[src/rtl/tmr_evt_status.sv]
module tmr_evt_status #(
  parameter int NCH = 4
) (
  input  logic           clk,
  input  logic           rst_n,
  input  logic           sel,
  input  logic           rd,
  input  logic           wr,
  input  logic [7:0]     wdata,
  input  logic           ovf_evt,
  input  logic [NCH-1:0] ch_evt,
  output logic [7:0]     rdata,
  output logic [NCH:0]   irq
);
  localparam int NF = NCH + 1;

  logic [NF-1:0] flag_q, arm_q, evt_v, wbit, clr_v;
  logic          wr_hit, rd_hit;

  assign evt_v  = {ovf_evt, ch_evt};
  assign wbit   = {wdata[7], wdata[NCH-1:0]};
  assign wr_hit = sel && wr;
  assign rd_hit = sel && rd && !wr;
  assign clr_v  = wr_hit ? (arm_q & ~wbit) : '0;

  always_ff @(posedge clk) begin
    if (!rst_n) begin
      flag_q <= '0;
      arm_q  <= '0;
    end else begin
      flag_q <= (flag_q & ~clr_v) | evt_v;
      if (wr_hit)      arm_q <= '0;
      else if (rd_hit) arm_q <= arm_q | flag_q;
    end
  end

  assign rdata = {flag_q[NF-1], 3'b111, flag_q[NCH-1:0]};
  assign irq   = flag_q;

  p_hw_only_set_r5: assert property (@(posedge clk) disable iff (!rst_n)
    ((flag_q & ~$past(flag_q)) & ~$past(evt_v)) == '0);
  p_clear_armed_r6: assert property (@(posedge clk) disable iff (!rst_n)
    (($past(flag_q) & ~flag_q) & ~($past(arm_q) & ~$past(wbit) & {NF{$past(wr_hit)}})) == '0);
  p_set_wins_r9: assert property (@(posedge clk) disable iff (!rst_n)
    (evt_v != '0) |=> ((flag_q & $past(evt_v)) == $past(evt_v)));
  p_arm_needs_flag_r11: assert property (@(posedge clk) disable iff (!rst_n)
    (arm_q & ~flag_q) == '0);
  p_wr_disarms_r8: assert property (@(posedge clk) disable iff (!rst_n)
    wr_hit |=> (arm_q == '0));
  p_ones_keep_r5: assert property (@(posedge clk) disable iff (!rst_n)
    (wr_hit && (&wdata)) |=> (($past(flag_q) & ~flag_q) == '0));
endmodule

[config.mk]
export PLATFORM = sky130hd
export DESIGN_NAME = tmr_evt_status
export DESIGN_NICKNAME = d
export VERILOG_FILES = /design/src/rtl/tmr_evt_status.sv
export SDC_FILE = /design/constraint.sdc
export NUM_CORES = 1
export LEC_CHECK = 0
export ABC_AREA = 1
export BUFFER_PORTS_ARGS = -buffer_cell sky130_fd_sc_hd__buf_2
export CAP_MARGIN = 20
export CORE_AREA = 2 2 39 41
export DETAILED_ROUTE_END_ITERATION = 10
export DIE_AREA = 0 0 41 43
export PLACE_DENSITY = 0.66
export SLEW_MARGIN = 20
export SYNTH_ARGS = -nofsm -noshare
export SYNTH_HDL_FRONTEND = slang
export SYNTH_SLANG_ARGS = --single-unit
export TNS_END_PERCENT = 10
[constraint.sdc]
create_clock -name clk -period 1 [get_ports clk]
set_input_delay 0.1 -clock clk [delete_from_list [all_inputs] [get_ports clk]]
set_output_delay 0.1 -clock clk [all_outputs]
set_load 0.005 [all_outputs]
Word level (Yosys, flattened, before mapping):

Index checks and enable logic that the tools add are counted.

* register bits: 10
* bits of input ports: 18
* output and inout bits: 13
* logic and storage cells: 15

* multiplexer cells: 1
* bitwise operators: 7
* reduce and logical (&&, ||, !) cells: 5

Operator list (count)
* $and 5x5->5: 2
* $not 5->5: 2
* $or 5x5->5: 2
* $mux 5: 1
* $logic_and 1x1->1: 3
* $reduce_or 2->1: 1
* $logic_not 1->1: 1
* $not 1->1: 1

Longest topological paths before layout:

* word-level depth: 6
* gate-level depth with buffers: 5

Least setup slack after synthesis:

No wires, ideal clock.

* path kind: flip-flop to flip-flop
* start point: register arm_q[0]
* end point: register flag_q[0] (netlist: irq[0])
* library setup time: 0.118 ns
* arrival time: 0.530 ns
* data required time: 0.882 ns
* path slack: 0.352 ns
* cell stages (with the launch flop): 6
* cells stage by stage: dfxtp_1 > inv_1 > nor2_1 > nand2_1 > nand2_1 > a21oi_1

* word-level cells in the longest chain between the ends: 5

Ends and longest elaborated chain
* start: declaration: RTL line 17 `logic [NF-1:0] flag_q, arm_q, evt_v, wbit, clr_v;`
* start signal: assignment: RTL line 33 `else if (rd_hit) arm_q <= arm_q | flag_q;`
* $and 5x5->5: RTL line 24 `assign clr_v = wr_hit ? (arm_q & ~wbit) : '0;`
* $mux 5: RTL line 24
* $not 5->5: RTL line 31 `flag_q <= (flag_q & ~clr_v) | evt_v;`
* $and 5x5->5: RTL line 31
* $or 5x5->5: RTL line 31
* end signal: assignment: RTL line 31
* end: declaration: RTL line 17

Every way passes these cells.
A chain may end at the register's enable or synchronous reset.

Worst setup path in the final report:

* start point: register flag_q[2] (netlist: irq[2])
* end point: output rdata[2]

RTL lines
* end: declaration: RTL line 12 `output logic [7:0] rdata,`

No word-level cell between the ends.

==> flow_summary.yaml <==
floorplan:
  ios: 31
  die_w_um: 41
  core_area_mm2: 0.00138
  die-area_mm2: 0.00176
  num_rows: 14
  initial_core_util_pct: 33.3
  fp.dieH_um: 43
critical_path:
  criticalPathCategory: "register to output port"
  crit_buf_inv: 1
  critPathCaptureType: "output port"
  startpoint_type: "register"
  cpLargestDelayFamily: "flip-flops"
  cp_cell_sequence: "buf_2"
  cp_max_fo: 4
  critPathArrivalTime_ps: 770
  slowest_delay_ps: 370
  crit_path_top_delay_cell: "dfxtp_1"
  worstPathRequired_ps: 900
clock_network:
  clock_sinks: 10
  htree_levels: 1
  cts_buffers: 3
  cts_hold_buffers: 0
  ctsResizeCount: 0
  clock_path_buffers: 2
  cts_tree: "done"
  clk_pin_slew_ps: 60
  root_buffer: "clkbuf_4"
  clock_latency_ps: 260
  postCtsSetupBuffers: 0
final_layout:
  num_antenna_cells: 0
  syn2layout_area_growth_pct: 23.9
  fin_util_pct: 41.2
  layout_common_cells: "24 x buf_2, 12 x inv_1, 11 x nand2_1"
  drive_gt1_share_pct: 34.1
  n_fill_cell: 156
  layout_commonest_cell: "buf_2"
  fin_nets: 105
global_route:
  first_global_vias: 311
  grt_max_degree: 7
  grt_overflow: 0
  grt_antenna_before_repair: 0
  track_usage_pct: 10.9
  grt_pass1_wl_um: 1270
yosys:
  avgSynthCellArea_um2: 7.19
  synthCells: 64
  synth_top_family_by_area: "buffers and inverters"
  synth-seq-area-share_pct: 43.5
  synth_adder_area_share_pct: 0
  synthMuxAreaShare_pct: 0
  ys_ff_latch: 10
  synth_xor_area_share_pct: 0
  synth_area_um2: 460
  synthDistinctLibCells: 10
  synth_compound_area_share_pct: 10.9
  synth_simple_gate_area_share_pct: 21.2
  ys_warn_count: 0
job:
  cap_violations: 0
power_and_ir_drop:
  p_per_area_mw_per_mm2: 1410
  max-vdd-ir-drop_v: 0.000572
  power_leakage_uw: 0.000299
  power_uw: 803
status:
  status: "completed"
timing:
  finalHoldViolCount: 0
  period_minus_slack_ps: 874
  rsz0062_at_grt: "false"
  fmax_mhz: 1140
  final-setup-viol-count: 0
  post-route-period-util_pct: 87.4
  tns_ps: 0
  skew_ps: 1.10
  final-max-slew-violation-count: 0
hold_path:
  hold_class: "primary input to register"
route:
  routed_via_density: 4.02
  drt_iter0_drc: 8
  drtAntennaViolNets: 0
  avgRoutedWirePerCell_um: 8.70
  drc: 0
  totalWireLength_um: 879
  vias: 406
  drt-pass1-iter-count: 3
place:
  io_buffers: 24
  place_congestion: 0.784
  hpwl_um: 683
[cells in the mapped netlist]
master / count / area share, %
nand2_2: 1 / 1.4
inv_2: 1 / 0.81
a21oi_1: 10 / 11
nand4_1: 5 / 6.8
dfxtp_1: 10 / 43
buf_4: 8 / 13
conb_1: 1 / 0.81
nand2_1: 11 / 9.0
nor2_1: 5 / 4.1
inv_1: 12 / 9.8
[final cells by class]
class,instances,area [um^2],share of cell area (%)
Sequential cell,10,200,35.1
Multi-Input combinational cell,35,159,27.9
Timing Repair Buffer,24,120,21.1
Inverter,13,48.8,8.55
Clock buffer,3,22.5,3.95
Tap cell,16,20.0,3.51
[worst paths after layout]
check	startpoint	to	slack, ps	cells past startpoint
max reg2reg	arm_q[3]$_SDFFE_PP0P_	irq[3]$_SDFF_PN0_	280	5
min reg2reg	arm_q[2]$_SDFFE_PP0P_	arm_q[2]$_SDFFE_PP0P_	460	2
max	irq[2]$_SDFF_PN0_	rdata[2]	130	1
min	ch_evt[2]	irq[2]$_SDFF_PN0_	70	3
[kinds of logic (layout without fill, tap and decap cells)]
kind of cell           count (synthesis)  after routing
AOI/OAI and AO/OA                     10             10
buffers and inverters                 21             40
DFF                                   10             10
other                                  1              3
and+or+nand+nor                       22             22
[metal layers]
layer	track usage (%)	part of all wire (%)	up-vias
li1	-	-	230
met1	13.6	44	163
met2	15.0	50	13
met3	3.14	5.9	0
met4	8.00	0	0
met5	0	0	-
[registers in the layout (all words and copies together), names as in the netlist]
register  flops
arm_q         5
irq           5
[stage by stage]
step	hold slack, ps	instance area [um^2]	setup slack, ps	std cells
5_1_grt	73.3	571	65.2	101
4_1_cts	65.6	571	114	101
6_report	73.8	571	126	101
3_5_place_dp	342	548	283	98
2_1_floorplan	234	468	352	66
3_3_place_gp	341	548	294	98
[report_power, final]
group          internal, uW  leakage [uW]  switching (uW)
clock network           139     0.0000138             127
logic                  51.8      0.000203            55.2
registers               417     0.0000824            14.0
total                   607      0.000299             196
Note: power is estimated with default switching activity, not from simulation.
